[src/rtl/spi_cmd_master.sv]
module spi_cmd_master #(
  parameter int FIFO_DEPTH = 32,
  parameter int DEV_COUNT  = 4,
  parameter int ADDR_W     = 8,
  parameter int DATA_W     = 16,
  parameter int TYPE_SHIFT = 14
) (
  input  logic                 clk,
  input  logic                 rst_n,
  input  logic [ADDR_W-1:0]    bus_addr,
  input  logic                 bus_wr,
  input  logic [DATA_W-1:0]    bus_wdata,
  output logic [DATA_W-1:0]    bus_rdata,
  output logic                 irq,
  output logic                 sclk,
  output logic                 mosi,
  input  logic                 miso,
  output logic [DEV_COUNT-1:0] cs_n
);
  localparam int MAX_PRE  = 15;
  localparam int TX_DEPTH = FIFO_DEPTH + MAX_PRE;
  localparam int CNT_W    = $clog2(TX_DEPTH + 1);
  localparam int EC_W     = CNT_W + 4;
  localparam int IDX_W    = ADDR_W - 2;
  localparam int TX_AW    = $clog2(TX_DEPTH);
  localparam int RX_AW    = $clog2(FIFO_DEPTH);
  localparam int DEV_W    = DEV_COUNT > 1 ? $clog2(DEV_COUNT) : 1;
  localparam int RATE_TOP = 6;
  localparam int DIV_W    = RATE_TOP + 1;
  localparam logic [3:0] OP_START = 4'h3;
  localparam logic [1:0] T_FULL = 2'd0;
  localparam logic [1:0] T_READ = 2'd1;

  logic [7:0]       tx_mem [TX_DEPTH];
  logic [7:0]       rx_mem [FIFO_DEPTH];
  logic [CNT_W-1:0] cnt_q;
  logic [1:0]       type_q;
  logic [2:0]       rate_q;
  logic             cpol_q, cpha_q, mask_q, done_q, busy_q, ph_q;
  logic [3:0]       pre_q;
  logic [DEV_W-1:0] dev_q;
  logic [EC_W-1:0]  ec_q;
  logic [DIV_W-1:0] div_q;
  logic [6:0]       rsr_q;

  wire [1:0]       region = bus_addr[ADDR_W-1 -: 2];
  wire [IDX_W-1:0] idx    = bus_addr[IDX_W-1:0];
  wire reg_wr = bus_wr && region == 2'd0;
  wire cmd_wr = reg_wr && idx == IDX_W'(1);
  wire start  = cmd_wr && bus_wdata[3:0] == OP_START && !busy_q;
  wire clr_wr = reg_wr && idx == IDX_W'(3) && bus_wdata[0];

  wire [2:0]       rate_eff = rate_q > 3'(RATE_TOP) ? 3'(RATE_TOP) : rate_q;
  wire [DIV_W-1:0] half_m1  = (DIV_W'(1) << rate_eff) - DIV_W'(1);
  wire tick   = busy_q && div_q == '0;
  wire last   = ec_q == {cnt_q, 4'b0000};
  wire step   = tick && !last;
  wire finish = tick && last;
  wire samp   = step && (ec_q[0] == cpha_q);

  wire [CNT_W-1:0] pre_w   = CNT_W'(pre_q);
  wire [CNT_W-1:0] sbyte   = ec_q[EC_W-1:4];
  wire             capture = type_q == T_FULL || (type_q == T_READ && sbyte >= pre_w);
  wire [CNT_W-1:0] rx_at   = type_q == T_READ ? sbyte - pre_w : sbyte;
  wire rx_we = samp && ec_q[3:1] == 3'd7 && capture && rx_at < CNT_W'(FIFO_DEPTH);

  wire [EC_W-1:0]  ec_m1 = ec_q - EC_W'(1);
  wire [EC_W-2:0]  obit  = cpha_q ? (ec_q == '0 ? '0 : ec_m1[EC_W-1:1]) : ec_q[EC_W-1:1];
  wire [CNT_W-1:0] obyte = obit[EC_W-2:3];
  wire tx_on = obyte < cnt_q && obyte < CNT_W'(TX_DEPTH) &&
               !(type_q == T_READ && obyte >= pre_w);
  wire unused_bits = ^{bus_wdata, ec_m1[0]};

  assign mosi = busy_q && tx_on && tx_mem[obyte[TX_AW-1:0]][~obit[2:0]];
  assign sclk = ph_q ^ cpol_q;
  assign cs_n = busy_q ? ~(DEV_COUNT'(1) << dev_q) : '1;
  assign irq  = done_q & mask_q;

  always_ff @(posedge clk or negedge rst_n)
    if (!rst_n) begin
      cnt_q  <= '0;
      type_q <= '0;
      rate_q <= '0;
      cpol_q <= 1'b0;
      cpha_q <= 1'b0;
      mask_q <= 1'b0;
      done_q <= 1'b0;
      busy_q <= 1'b0;
      ph_q   <= 1'b0;
      pre_q  <= '0;
      dev_q  <= '0;
      ec_q   <= '0;
      div_q  <= '0;
      rsr_q  <= '0;
    end else begin
      if (reg_wr && idx == IDX_W'(0)) begin
        cnt_q  <= bus_wdata[CNT_W-1:0];
        type_q <= bus_wdata[TYPE_SHIFT +: 2];
      end
      if (reg_wr && idx == IDX_W'(2)) begin
        rate_q <= bus_wdata[2:0];
        cpol_q <= bus_wdata[3];
        cpha_q <= bus_wdata[4];
      end
      if (reg_wr && idx == IDX_W'(4)) mask_q <= bus_wdata[0];
      if (finish) done_q <= 1'b1;
      else if (clr_wr) done_q <= 1'b0;
      if (start) begin
        busy_q <= 1'b1;
        ec_q   <= '0;
        ph_q   <= 1'b0;
        div_q  <= half_m1;
        pre_q  <= bus_wdata[7:4];
        dev_q  <= bus_wdata[8 +: DEV_W];
      end else if (finish) begin
        busy_q <= 1'b0;
      end else if (step) begin
        ph_q  <= ~ph_q;
        ec_q  <= ec_q + EC_W'(1);
        div_q <= half_m1;
      end else if (busy_q) begin
        div_q <= div_q - DIV_W'(1);
      end
      if (samp) rsr_q <= {rsr_q[5:0], miso};
    end

  always_ff @(posedge clk) begin
    if (bus_wr && region == 2'd1 && idx < IDX_W'(TX_DEPTH))
      tx_mem[idx[TX_AW-1:0]] <= bus_wdata[7:0];
    if (rx_we)
      rx_mem[rx_at[RX_AW-1:0]] <= {rsr_q, miso};
  end

  always_comb begin
    bus_rdata = '0;
    case (region)
      2'd0:
        case (idx)
          IDX_W'(0): begin
            bus_rdata[CNT_W-1:0]        = cnt_q;
            bus_rdata[TYPE_SHIFT +: 2]  = type_q;
          end
          IDX_W'(2): bus_rdata[4:0] = {cpha_q, cpol_q, rate_q};
          IDX_W'(3): bus_rdata[1:0] = {busy_q, done_q};
          IDX_W'(4): bus_rdata[0]   = mask_q;
          default: ;
        endcase
      2'd1: if (idx < IDX_W'(TX_DEPTH)) bus_rdata[7:0] = tx_mem[idx[TX_AW-1:0]];
      2'd2: if (idx < IDX_W'(FIFO_DEPTH)) bus_rdata[7:0] = rx_mem[idx[RX_AW-1:0]];
      default: ;
    endcase
  end

  p_cs_hold_r9: assert property (@(posedge clk) disable iff (!rst_n)
    busy_q && $past(busy_q) |-> $stable(cs_n));
  p_done_end_r8: assert property (@(posedge clk) disable iff (!rst_n)
    $rose(done_q) |-> !busy_q && $past(busy_q));
  p_clear_r8: assert property (@(posedge clk) disable iff (!rst_n)
    clr_wr && !finish |=> !done_q);
  p_sclk_rest_r7: assert property (@(posedge clk) disable iff (!rst_n)
    $fell(busy_q) |-> sclk == cpol_q);
  p_bad_op_r10: assert property (@(posedge clk) disable iff (!rst_n)
    cmd_wr && !busy_q && bus_wdata[3:0] != OP_START |=> !busy_q);
endmodule

[config.mk]
export PLATFORM = sky130hd
export DESIGN_NAME = spi_cmd_master
export DESIGN_NICKNAME = d
export VERILOG_FILES = /design/src/rtl/spi_cmd_master.sv
export SDC_FILE = /design/constraint.sdc
export NUM_CORES = 1
export LEC_CHECK = 0
export CAP_MARGIN = 30
export CORE_UTILIZATION = 25
export CTS_CLUSTER_DIAMETER = 150
export DETAILED_ROUTE_END_ITERATION = 8
export GPL_TIMING_DRIVEN = 0
export MAX_ROUTING_LAYER = met4
export PLACE_DENSITY_LB_ADDON = 0.05
export SYNTH_ARGS = -nofsm -noshare
export SYNTH_HDL_FRONTEND = slang
export SYNTH_SLANG_ARGS = --single-unit
[constraint.sdc]
create_clock -name clk -period 12.4 [get_ports clk]
set_input_delay 2.48 -clock clk [delete_from_list [all_inputs] [get_ports clk]]
set_output_delay 2.48 -clock clk [all_outputs]
set_load 0.05 [all_outputs]
[Yosys cells after proc, flatten, opt, wreduce, memory -nomap -nowiden]
Memory sizes are Yosys's and may differ from the RTL's.
Index checks and enable logic that the tools add are counted.
Operators by class
  $add $sub $neg: 5
  $mul: 0
  div/mod/pow operators: 0
  magnitude comparators: 9
  equal/unequal tests: 12
  shifts and indexed selects: 2
  mux-type cells: 35
  bitwise operators: 5
  reductions and logical operators: 39
Operators by type and width (number)
  $mux 10: 3
  $mux 7: 4
  $logic_and 1x1->1: 24
  $lt 6x6->1 const B: 4
  $mux 9: 2
  $pmux 6 s3: 1
  $mux 8: 2
  $mux 1: 13
  $eq 6x2->1 const B: 2
  $ge 6x4->1: 2
  $add 10x1->10 const B: 1
  $eq 10x10->1: 1
  $logic_not 10->1: 1
  $sub 10x1->10 const B: 1
  $logic_not 7->1: 1
  $shl 1x3->7 const A: 1
  $sub 7x1->7 const B: 1
  $sub 7x2->7 const B: 1
  $eq 6x1->1 const B: 1
  $eq 6x3->1 const B: 1
  $logic_not 6->1: 1
  $lt 6x6->1: 1
  $mux 6: 1
  $pmux 3 s2: 1
  other kinds (28): 36
Storage, ports and cells
  bits in registers: 47
  bits in latches: 0
  RAM bits: 632
  ROM bits: 0
  logic and storage cells: 123
  memories: 2
Memory list
  tx_mem: depth 47, width 8, read ports 2, clocked after Yosys merged registers in 0, write ports 1, RTL line 34  | logic [7:0] tx_mem [TX_DEPTH];
  rx_mem: depth 32, width 8, read ports 1, clocked after Yosys merged registers in 0, write ports 1, RTL line 35  | logic [7:0] rx_mem [FIFO_DEPTH];

[Logic depth before layout (Yosys ltp)]
  depth after elaboration: 9
  gate-level depth with buffers: 20
  depth with buffers taken out: 16

[Worst setup path after synthesis]
No wires, ideal clock.
  kind: in2out
  start: input port bus_addr[0]
  end: output port bus_rdata[5]
  arrival time: 5253 ps
  data required time: 9920 ps
  path slack: 4667 ps
  stages: 11
  path buffers: 4
  cell sequence: clkbuf_1 -> clkbuf_1 -> buf_1 -> clkbuf_1 -> mux2i_1 -> o21ai_0 -> mux4_2 -> nand2_1 -> o21ai_0 -> a221oi_1 -> nor2_1
On the way
  longest elaborated chain between the ends: 3
  elaborated cells between the ends (all ways): 9
  classes of those cells: 2 x order compare; 4 x mux; 1 x reduce/logical; 2 x memory
Ends and longest elaborated chain
  from (decl): RTL line 10  | input logic [ADDR_W-1:0] bus_addr,
  $mem_v2 47x8, or another cell as far along
  $mux 8, or another cell as far along: RTL line 148  | 2'd1: if (idx < IDX_W'(TX_DEPTH)) bus_rdata[7:0] = tx_mem[idx[TX_AW-1:0]];
  $pmux 6 s3 (*): RTL line 136  | case (region)
  to (decl): RTL line 13  | output logic [DATA_W-1:0] bus_rdata,
Every way passes the cells marked *; elsewhere a longest branch is shown, timed or not.

[Worst setup path in the final report]
  start: register ec_q[0]
  end: output port mosi
On the way
  longest elaborated chain between the ends: 9
  elaborated cells between the ends (all ways): 17
  classes of those cells: 1 x add/sub; 3 x order compare; 4 x mux; 1 x bitwise; 7 x reduce/logical; 1 x memory
Ends and longest elaborated chain
  from (decl): RTL line 42  | logic [EC_W-1:0] ec_q;
  from (signal assigned): RTL line 119  | ec_q <= ec_q + EC_W'(1);
  $sub 10x1->10 / $logic_not 10->1 (equally long branches): RTL line 67, 68
  $mux 9 (*) (2 in a row): RTL line 68  | wire [EC_W-2:0] obit = cpha_q ? (ec_q == '0 ? '0 : ec_m1[EC_W-1:1]) : ec_q[EC_W-1:1];
  parallel branches: the longest is 5 deep, another holds $mem_v2 47x8
  $logic_and 1x1->1 (*): RTL line 74  | assign mosi = busy_q && tx_on && tx_mem[obyte[TX_AW-1:0]][~obit[2:0]];
  to (decl): RTL line 16  | output logic mosi,
Every way passes the cells marked *. The select of a mux whose other input is x is not followed.

==> flow_results.org <==
** Run status
- The flow ran to the end, and the final reports show no timing, DRC or antenna violations.

** Synth
- In this run, synthesis produced a sequential element count of 679.
- Cell area after synthesis :: 31600 µm²
- Sequential elements use 63.9% of the synthesized area.
- Counting every instance in the synthesized netlist gives 2024.
- Netlist cell types :: 85
- Most frequent cell after synthesis :: sky130_fd_sc_hd__edfxtp_1
- Among all flip-flop cells after synthesis, the most frequent one is sky130_fd_sc_hd__edfxtp_1.
- Mean post-synth cell area :: 15.6 µm²
- By area the synthesized netlist is led by sky130_fd_sc_hd__edfxtp_1 (60%), sky130_fd_sc_hd__mux4_2 (14%), sky130_fd_sc_hd__dfrtp_1 (3.7%).
- sky130_fd_sc_hd__edfxtp_1 takes more of the synthesized area than any other cell.
- During synthesis, Yosys emitted a total of 0 warnings.
- Post-synth EDFFs :: 632
- Fraction of post-synthesis cell area in the top cell type by area :: 60.2%
- Counting instances in the post-synthesis netlist gives the leading cell types as sky130_fd_sc_hd__edfxtp_1 (632), sky130_fd_sc_hd__mux4_2 (199), sky130_fd_sc_hd__nand2_1 (187).
- Counting flops with an async set or reset pin after synthesis yields a share of 6.92%.

** Critical path
- Of all nets on the critical path, the largest fanout is 11.
- Buf+Inv Stages, Crit Path :: 7
- The critical path in this run is classified as flip-flop to primary output.
- Max incr delay on CP :: 0.88 ns
- The worst register-to-register path begins at ec_q[5]$_DFFE_PN0P_.
- Tracing the worst setup path back leads to its startpoint at ec_q[0]$_DFFE_PN0P_.
- The slowest stage of the critical path belongs to the cell sky130_fd_sc_hd__clkdlybuf4s50_1.
- CP delay by family, top :: buffers and inverters
- Worst path arrival time :: 8.46 ns
- The worst setup path is captured at a primary output.
- Crit-path cells :: clkbuf_1 > inv_1 > ha_1 > and4bb_1 > buf_2 > nand4_1 > nand3_1 > inv_1 > clkbuf_1 > buf_2 > ha_1 > a21o_1 > a21oi_1 > nor2b_1 > o41ai_1 > o2111ai_1 > a41oi_1 > o221ai_1 > nor3_2 > clkdlybuf4s50_1
- STA puts the critical path data required time at 9.92 ns.
- CP Launch Type :: flip-flop

** STA
- Min cycle time layout :: 10.94 ns
- Worst Skew :: 0.0186 ns
- In the finished design, the share of the clock period the worst path needs comes to 88.2%.
- Measured against its own limit, the worst slew margin works out to 27.1%.
- On the final layout, the worst hold slack is 0.502 ns.
- Measured slew at the worst slew-check pin :: 1.09 ns
- Setup tns final :: 0 ns
- Slew Limit Fails :: 0
- Setup violations remaining at the end of the flow were counted as 0.
- The final-report hold violation count came to 0.
- Unrepaired setup endpoints after global routing :: false
- Derived from the worst setup path, the maximum achievable clock frequency is 0.0914 GHz.

** Drt
- Via count of the routed design :: 21308
- The detailed router finished its first iteration with 2342 violations.
- Count of antenna-violating nets left after detailed routing :: 0
- The first TritonRoute pass finished after 6 iterations.
- After detailed routing, the average wire length per cell comes to 35.7 µm.
- Dividing the detail-routed via count by the number of cells gives 5.36.
- Post-detailed-route DRC marker count :: 0
- The final layout contains routed wiring with a total length of 142 mm.

** Place
- After detailed placement, the design holds a cell count of 3817.
- Weighted congestion reported at the end of routability-driven placement :: 0.917
- DP HPWL :: 105 mm
- IO buf count :: 38

** Power and ir drop
- Static leakage power :: 11.9 nW
- Ratio of total power to cell area :: 137 nW/µm²
- Fraction of power spent switching nets :: 23.6%
- Internal power consumption :: 4.03 mW
- Register share of total power :: 47.4%
- Portion of total power attributed to the clock network :: 46.7%
- Across the VDD grid, the largest voltage drop is 0.0000977 V.
- Of the total power, combinational logic draws 5.8%.
- In this run the power spent charging and discharging nets is 1.24 mW.

** GRT
- After global routing the overflow that remains totals 0.
- Antenna violations before repair :: 10
- First-pass GRT wire length :: 192 mm
- Entering global routing, the biggest net connects 42 pins.
- Vias in the first global route :: 21215
- In the global route stage, overall resource usage came out at 23.0%.

** Min path
- In this run the most critical hold path is launched from div_q[6]$_DFFE_PN0P_.
- The worst hold path belongs to the class flip-flop to flip-flop.

** Clocking
- In this run, post-CTS repair resized a total of 0 instances.
- Clock tree from TritonCTS :: built
- After clock tree synthesis, the clock-pin slew on the worst setup and hold paths is 0.06 ns.
- CTS sink cnt :: 679
- The number of hold buffers added after CTS was 0.
- H-tree levels :: 3
- CTS Buf Count :: 84
- Setup fix buffers added after clock tree synthesis :: 0
- Clock latency on the worst-skew pair, taken at its later pin, is 0.70 ns.
- Clock tree synthesis selected as its root buffer the cell sky130_fd_sc_hd__clkbuf_16.
- Buffer depth of the longest clock path :: 3

** Cells and area
- Total of fill cells in the finished design :: 12316
- Footprint of the flip-flops and latches :: 20200 µm²
- Finished Core Util :: 30.8%
- Area used by multi-input combinational logic :: 10700 µm²
- The final layout contains 2321 nets.
- Fraction of final layout cells with drive strength greater than 1 :: 23.7%
- From synthesis to final layout, the design area changed by 21.7%.
- Final Instance Count excl. Fillers :: 3977

** Floorplanning
- The region available for standard cell placement spans 124000 µm².
- The initialized floorplan defines 129 standard-cell rows.
- The die covers 128000 µm².
- The die is 357 µm wide.
- Starting density of the core :: 25.4%
- 51 I/O pins were placed.
- Measured along the y axis, the die boundary spans 357 µm.

** Run
- Across the run, the number of max-cap violations was 0.
-- layout by cell type (no fill, tap or decap), types with 20 or more instances in the layout --
cell type	n
sky130_fd_sc_hd__a221oi_1	49
sky130_fd_sc_hd__ha_1	20
sky130_fd_sc_hd__dfrtp_1	46
sky130_fd_sc_hd__buf_1	36
sky130_fd_sc_hd__inv_1	31
sky130_fd_sc_hd__nand2_1	187
sky130_fd_sc_hd__edfxtp_1	632
sky130_fd_sc_hd__mux2i_1	59
sky130_fd_sc_hd__nor3_1	32
sky130_fd_sc_hd__clkbuf_16	85
sky130_fd_sc_hd__mux4_2	199
sky130_fd_sc_hd__buf_8	45
sky130_fd_sc_hd__nand3_1	38
sky130_fd_sc_hd__clkdlybuf4s50_1	28
sky130_fd_sc_hd__clkbuf_1	77
sky130_fd_sc_hd__buf_4	40
sky130_fd_sc_hd__a21oi_1	62
sky130_fd_sc_hd__a211oi_1	28
sky130_fd_sc_hd__nor2_1	147
sky130_fd_sc_hd__buf_2	44
sky130_fd_sc_hd__buf_6	34
sky130_fd_sc_hd__o21ai_0	59
sky130_fd_sc_hd__mux2_2	28
-- registers in the layout, indices dropped and copies added (netlist names), 2 cells and up --
| name | flops |
|---|---|
| tx_mem | 376 |
| ec_q | 10 |
| cnt_q | 6 |
| rx_mem | 256 |
| dev_q | 2 |
| rsr_q | 7 |
| pre_q | 4 |
| type_q | 2 |
| rate_q | 3 |
| div_q | 7 |
-- path summary, 6_finish.rpt --
check,slack (ns),to,cells after the start
setup reg to reg,7.83,rx_mem[22][2]$_DFFE_PP_,10
hold / removal,0.50,div_q[6]$_DFFE_PN0P_,2
setup / recovery,1.46,mosi,20
hold reg to reg,0.50,div_q[6]$_DFFE_PN0P_,2
min in group asynchronous,1.78,type_q[1]$_DFFE_PN0P_,1
max in group asynchronous,10.04,cnt_q[5]$_DFFE_PN0P_,2
-- layout make-up --
cell class / count / area share (%)
sequential: 679 / 52.5
timing repair buffer: 157 / 5.20
multi-input combinational: 1170 / 27.8
antenna: 6 / 0.0391
buffer: 147 / 1.83
clock buffer: 106 / 5.75
inverter: 33 / 0.323
tap: 1637 / 5.34
clock inverter: 42 / 1.24
-- worst reg2reg max path, stage by stage, from the launching register on --
cell and delay (ns):
sky130_fd_sc_hd__dfrtp_1 0.54, sky130_fd_sc_hd__buf_1 0.54, sky130_fd_sc_hd__xnor2_1 0.13, sky130_fd_sc_hd__nand3_1 0.13, sky130_fd_sc_hd__nor3_1 0.09, sky130_fd_sc_hd__nand2b_1 0.23, sky130_fd_sc_hd__nor2_1 0.64, sky130_fd_sc_hd__nand4_1 0.28
sky130_fd_sc_hd__a211oi_1 0.31, sky130_fd_sc_hd__nand2_1 0.42, sky130_fd_sc_hd__nor2_1 0.88
-- metal layers --
metal	vias to the layer above	part of all wire (%)	track usage, %
met3	212	7.1	4.83
li1	8684	-	-
met1	11403	44	30.4
met4	0	3.1	6.53
met5	-	0	-
met2	1009	46	35.4
-- metrics by stage --
step / cell area (µm²) / power, mW / setup WS, ns
after floorplan: 31600 / 2.68 / 4.67
after global placement: 34000 / 2.83 / 1.39
after detailed placement: 35600 / 2.86 / 2.27
after CTS: 38300 / 5.33 / 1.49
after global routing: 38400 / 5.41 / 1.25
final: 38400 / 5.28 / 1.46
-- cells by family after synthesis --
| kind of cell | after synthesis | share of synthesized area [%] |
|---|---|---|
| buf+inv | 180 | 2.60 |
| fa+ha+maj | 21 | 0.857 |
| compound gates | 333 | 7.60 |
| xor+xnor | 23 | 0.639 |
| mux | 287 | 17.1 |
| flops | 679 | 63.9 |
| other cells | 1 | 0.0119 |
| simple gates | 500 | 7.30 |
-- power groups by stage --
stage	Sequential, mW	Combinational [mW]	Clock, mW
2_1_floorplan	2.55	0.137	0
3_3_place_gp	2.55	0.279	0
3_5_place_dp	2.55	0.307	0
4_1_cts	2.50	0.307	2.52
5_1_grt	2.50	0.319	2.59
6_report	2.50	0.308	2.47
Power figures use the tool's default switching activity.
